===== src/rtl/tapline_pkg.sv =====
package tapline_pkg;

  // Capacity limits of one storage macro
  localparam int unsigned STORE_BITS_MAX = 4608;
  localparam int unsigned TAP_BITS_MAX   = 36;

  // Address width for a buffer of the given depth (at least one bit)
  function automatic int unsigned addr_bits(input int unsigned depth);
    return (depth > 1) ? $clog2(depth) : 1;
  endfunction

endpackage


===== src/rtl/tapline_modcnt.sv =====
// Wrapping address counter for one circular buffer.
module tapline_modcnt #(
  parameter int unsigned DEPTH = 4,
  parameter int unsigned AW    = 2
) (
  input  logic          clk,
  input  logic          rst,
  input  logic          clr,
  input  logic          adv,
  output logic [AW-1:0] addr
);

  localparam logic [AW-1:0] LAST = AW'(DEPTH - 1);

  generate
    if (DEPTH <= 1) begin : g_single
      assign addr = '0;
    end else begin : g_wrap
      logic [AW-1:0] addr_q;
      always_ff @(posedge clk) begin
        if (rst || clr) begin
          addr_q <= '0;
        end else if (adv) begin
          addr_q <= (addr_q == LAST) ? '0 : addr_q + 1'b1;
        end
      end
      assign addr = addr_q;
    end
  endgenerate

endmodule


===== src/rtl/tapline_ram_stage.sv =====
// One delay stage: read-first RAM, registered read port.
module tapline_ram_stage #(
  parameter int unsigned W     = 8,
  parameter int unsigned DEPTH = 4,
  parameter int unsigned AW    = 2
) (
  input  logic          clk,
  input  logic          rst,
  input  logic          we,
  input  logic [AW-1:0] addr,
  input  logic [W-1:0]  din,
  output logic [W-1:0]  dout
);

  logic [W-1:0] mem [DEPTH];

  // Write port, no reset so block RAM can be inferred
  always_ff @(posedge clk) begin
    if (we) begin
      mem[addr] <= din;
    end
  end

  // Read port sees the old contents at the written address
  always_ff @(posedge clk) begin
    if (rst) begin
      dout <= '0;
    end else if (we) begin
      dout <= mem[addr];
    end
  end

endmodule


===== src/rtl/tapline_fill.sv =====
// Tracks how many words have entered since reset or clear and flags valid taps.
module tapline_fill #(
  parameter int unsigned M = 4,
  parameter int unsigned N = 3
) (
  input  logic         clk,
  input  logic         rst,
  input  logic         clr,
  input  logic         push,
  output logic [N-1:0] tap_valid
);

  localparam int unsigned FULL = N * M;
  localparam int unsigned CW   = $clog2(FULL + 1);
  localparam logic [CW-1:0] FULL_C = CW'(FULL);

  logic [CW-1:0] fill_q;

  always_ff @(posedge clk) begin
    if (rst || clr) begin
      fill_q <= '0;
    end else if (push && (fill_q != FULL_C)) begin
      fill_q <= fill_q + 1'b1;
    end
  end

  generate
    for (genvar k = 0; k < N; k++) begin : g_valid
      localparam logic [CW-1:0] NEED = CW'((k + 1) * M);
      always_ff @(posedge clk) begin
        if (rst || clr) begin
          tap_valid[k] <= 1'b0;
        end else if (push) begin
          tap_valid[k] <= (fill_q >= NEED);
        end
      end
    end
  endgenerate

endmodule


===== src/rtl/tapline_shift.sv =====
module tapline_shift
  import tapline_pkg::*;
#(
  parameter int unsigned W = 8,
  parameter int unsigned M = 4,
  parameter int unsigned N = 3
) (
  input  logic           clk,
  input  logic           rst,
  input  logic           clr,
  input  logic           shift_en,
  input  logic [W-1:0]   shift_in,
  output logic [W*N-1:0] taps_out
);

  // First stage spans M words; later stages take one word from the
  // previous stage's read register, so their RAMs hold M-1 words.
  localparam int unsigned HEAD_D  = M;
  localparam int unsigned TAIL_D  = (M > 1) ? M - 1 : 1;
  localparam int unsigned HEAD_AW = addr_bits(HEAD_D);
  localparam int unsigned TAIL_AW = addr_bits(TAIL_D);

  generate
    if ((W * N > TAP_BITS_MAX) || (W * M * N > STORE_BITS_MAX) || (M < 2)) begin : g_bad_cfg
      $error("tapline_shift: parameters exceed storage or tap width limits");
    end
  endgenerate

  logic               push;
  logic [HEAD_AW-1:0] head_addr;
  logic [TAIL_AW-1:0] tail_addr;
  logic [N-1:0]       tap_valid;
  logic [W-1:0]       stage_q [N];

  assign push = shift_en & ~clr;

  tapline_modcnt #(.DEPTH(HEAD_D), .AW(HEAD_AW)) u_head_cnt (
    .clk (clk),
    .rst (rst),
    .clr (clr),
    .adv (push),
    .addr(head_addr)
  );

  generate
    if (N > 1) begin : g_tail_cnt
      tapline_modcnt #(.DEPTH(TAIL_D), .AW(TAIL_AW)) u_tail_cnt (
        .clk (clk),
        .rst (rst),
        .clr (clr),
        .adv (push),
        .addr(tail_addr)
      );
    end else begin : g_no_tail
      assign tail_addr = '0;
    end
  endgenerate

  tapline_fill #(.M(M), .N(N)) u_fill (
    .clk      (clk),
    .rst      (rst),
    .clr      (clr),
    .push     (push),
    .tap_valid(tap_valid)
  );

  generate
    for (genvar k = 0; k < N; k++) begin : g_stage
      if (k == 0) begin : g_head
        tapline_ram_stage #(.W(W), .DEPTH(HEAD_D), .AW(HEAD_AW)) u_ram (
          .clk (clk),
          .rst (rst),
          .we  (push),
          .addr(head_addr),
          .din (shift_in),
          .dout(stage_q[k])
        );
      end else begin : g_tail
        tapline_ram_stage #(.W(W), .DEPTH(TAIL_D), .AW(TAIL_AW)) u_ram (
          .clk (clk),
          .rst (rst),
          .we  (push),
          .addr(tail_addr),
          .din (stage_q[k-1]),
          .dout(stage_q[k])
        );
      end
      assign taps_out[k*W +: W] = stage_q[k] & {W{tap_valid[k]}};
    end
  endgenerate

endmodule


===== config.mk =====
export PLATFORM = sky130hd
export DESIGN_NAME = tapline_shift
export DESIGN_NICKNAME = d
export VERILOG_FILES = /design/src/rtl/tapline_pkg.sv /design/src/rtl/tapline_modcnt.sv /design/src/rtl/tapline_ram_stage.sv /design/src/rtl/tapline_fill.sv /design/src/rtl/tapline_shift.sv
export SDC_FILE = /design/constraint.sdc
export NUM_CORES = 1
export LEC_CHECK = 0
export BUFFER_PORTS_ARGS = -buffer_cell sky130_fd_sc_hd__buf_2
export CAP_MARGIN = 25
export CORE_MARGIN = 1
export CORE_UTILIZATION = 45
export CTS_CLUSTER_DIAMETER = 60
export CTS_CLUSTER_SIZE = 12
export DETAILED_ROUTE_END_ITERATION = 8
export HOLD_SLACK_MARGIN = 0.03
export PLACE_DENSITY = 0.73
export REMOVE_ABC_BUFFERS = 1
export SLEW_MARGIN = 20
export SYNTH_ARGS = -nofsm -noshare
export SYNTH_HDL_FRONTEND = slang
export SYNTH_SLANG_ARGS = --single-unit

===== constraint.sdc =====
create_clock -name clk -period 3.3 [get_ports clk]
set_clock_uncertainty 0.15 [all_clocks]
set_input_delay 0.165 -clock clk [delete_from_list [all_inputs] [get_ports clk]]
set_output_delay 0.165 -clock clk [all_outputs]
set_load 0.01 [all_outputs]

==> flow_metrics.py <==
metrics = {
    "grt": {
        "grt_first_pass_wirelength_um": 13400,
        "overflow": 0,
        "grt_usage": 0.179,
        "grt_pass1_vias": 2680,
        "grt_max_degree": 27,
        "antenna_found_initial": 0,
    },
    "cts": {
        "clk_pin_slew_ps": 50,
        "cts_resized": 0,
        "numClockSinks": 115,
        "cts_max_path_buffers": 2,
        "cts_root_buf": "clkbuf_8",
        "cts_setup_buffers": 0,
        "tritoncts": "built",
        "worstSkewPairLatency_ps": 510,
        "htreeDepth": 4,
        "cts_buffers": 17,
    },
    "synth": {
        "ys.flop_type": "edfxtp_1",
        "synth-seq-cells": 115,
        "ys_top_cells_by_area": "edfxtp_1 (53%), dfxtp_1 (16%), nand2_1 (4.4%)",
        "yosys.area.top_type": "edfxtp_1",
        "yosysSeqAreaShare": 0.690,
        "synthCells": 326,
        "async_flop_share": 0,
        "synth_area_per_cell_sq_um": 13.8,
        "synth.top_cell.area_share": 0.534,
        "synth-edff-count": 80,
        "yosysWarnings": 0,
        "synth.distinct_cells": 29,
        "netlist_area_sq_mm": 0.00450,
    },
    "route": {
        "wl_um": 8210,
        "post_drt_via_cell_ratio": 5.06,
        "routedWlPerCell_um": 15.7,
        "drt_first_iter_violations": 81,
        "ant_nets": 0,
        "route.detailed.drc": 0,
        "firstDrtPassIters": 4,
        "vias": 2641,
    },
    "setup_path": {
        "worstPathMaxFanout": 20,
        "cp_slowest_cell": "dfxtp_1",
        "cp_top_family": "buffers and inverters",
        "path_cells": "nor3b_4 -> buf_4 -> nand2_1 -> inv_1",
        "worstPathArrival_ps": 2060,
        "critPathMaxStageDelay_ps": 520,
        "cp-start-kind": "flip-flop",
        "crit_buf_inv": 2,
        "end_kind": "flip-flop",
        "path_class": "reg -> reg",
        "cp.required_ps": 3290,
    },
    "power": {
        "p_total_mw": 3.49,
        "power_leakage_nw": 1.94,
        "power_density_mw_per_mm2": 639,
        "ir_worst_vdd_uv": 479,
    },
    "timing": {
        "fmax_ghz": 0.482,
        "tns_ps": 0,
        "whs_ps": 98.7,
        "period_share": 0.629,
        "rsz0062_at_grt": "no",
        "final_hold_viol_count": 0,
        "setup_viol": 0,
        "relSlewSlack": 0.549,
        "worst_pin_slew_ps": 675,
        "post-route-min-period_ps": 2080,
        "drv_slew": 0,
    },
    "floorplan": {
        "initial_core_util": 0.462,
        "row_count": 36,
        "fp.dieArea_sq_mm": 0.0104,
        "io_pins": 36,
        "fp.coreArea_sq_mm": 0.00973,
        "die_w_um": 102,
        "die_h_um": 102,
    },
    "worst_hold_path": {
        "hold_class": "in -> reg",
    },
    "outcome": {
        "status": "completed",
    },
    "place": {
        "hpwl_um": 5260,
        "port_buffers": 35,
        "routabilityCongestion": 0.795,
    },
    "finish": {
        "final_util": 0.561,
        "drive_gt1_frac": 0.249,
        "antenna_cells": 0,
        "area_delta_synth_final_pct": 21.5,
        "fin_nets": 394,
    },
    "run": {
        "cap_viol_max_count": 0,
    },
}
[synthesized netlist by cell type, drive strengths merged, types with 2 or more instances]
master  number
a31oi       16
inv          5
and2        28
nor3b        2
mux2i        3
a21oi       14
clkbuf       5
a211oi       2
mux2        16
ha           6
nor2         6
nand2       53
mux4         8
buf         15
dfxtp       35
nand3       21
edfxtp      80
nor3         2
o21ai        2
[repair_timing]
item / CTS / global route
hold endpoints to repair: 58 / 0
setup endpoints to repair: 0 / 0
hold buffers: 10 / 0
[worst register-to-register path, cell delays in order, from the launching register on]
cell     delay [ps]
dfxtp_1         520
nor3b_4         260
buf_4           240
nand2_1         100
inv_1           430
[stage by stage]
step                instance area, sq um  cells  setup slack [ps]
floorplan                           4370    306               658
global placement                    4770    480              1250
detailed placement                  4770    480              1230
CTS                                 5460    522              1210
global route                        5460    522              1100
finish                              5460    522              1220
[cells in the final DEF, fill, tap and decap left out, types with 2 or more instances in the layout]
master	synthesis	layout
inv_1	5	5
and2_1	28	28
clkbuf_16	0	19
dfxtp_1	35	35
dlygate4sd3_1	0	10
clkbuf_8	0	3
a21oi_1	14	14
ha_1	6	6
clkbuf_1	5	3
o21ai_0	2	2
nand3_1	21	21
edfxtp_1	80	80
mux2i_1	3	3
mux4_2	8	8
buf_4	2	6
clkinv_2	0	4
mux2_2	16	16
nor2_1	6	6
a31oi_1	16	16
a211oi_1	2	2
nand2_1	53	53
buf_2	9	35
[per-layer routing]
layer	wire, um	global-route usage	part of all wire
met4	121	0.0615	0.015
met5	0	0	0
met3	320	0.0581	0.039
met1	3270	0.193	0.40
met2	4510	0.328	0.55
[registers in the layout, summed over array words and instances (netlist names)]
register and flops:
g_stage.g_tail.u_ram.mem 48, g_stage.g_head.u_ram.mem 32, g_stage.g_tail.u_ram.dout 16, g_stage.g_head.u_ram.dout 8, u_fill.fill_q 4, u_fill.tap_valid 3
g_tail_cnt.u_tail_cnt.addr 2, u_head_cnt.addr 2
[worst paths after layout]
check	from	endpoint	slack [ps]	depth (start not counted)
setup / recovery	g_tail_cnt.u_tail_cnt.addr[1]	g_stage[1].g_tail.u_ram.mem[1][2]	1220	4
hold / removal	clr	g_stage[2].g_tail.u_ram.dout[6]	100	5
setup reg to reg	g_tail_cnt.u_tail_cnt.addr[1]	g_stage[1].g_tail.u_ram.mem[1][2]	1220	4
hold reg to reg	g_stage[2].g_tail.u_ram.dout[6]	g_stage[2].g_tail.u_ram.dout[6]	310	2
[area by class of cell]
| cell class | count | area, sq um |
|---|---|---|
| Multi-Input combinational cell | 186 | 1260 |
| Fill cell | 784 | 4270 |
| Clock buffer | 25 | 528 |
| Tap cell | 133 | 166 |
| Inverter | 5 | 18.8 |
| Clock inverter | 7 | 63.8 |
| Timing Repair Buffer | 51 | 320 |
| Sequential cell | 115 | 3100 |
[cells by family (layout without fill, tap and decap cells)]
logic type	after synthesis	count (layout)	share of synthesized area
AO/OA/AOI/OAI	37	37	0.0490
adder cells (fa/ha/maj)	6	6	0.0167
buffers and inverters	25	88	0.0317
flip-flops	115	115	0.690
multiplexers	27	27	0.0868
AND/OR/NAND/NOR	116	116	0.126
[power breakdown]
group | internal, mW | leakage, nW | switching (mW)
sequential | 1.58 | 1.00 | 0.0251
combinational | 0.0520 | 0.639 | 0.0644
clock | 1.17 | 0.294 | 0.603
total | 2.80 | 1.94 | 0.692
Power figures use the tool's default switching activity.
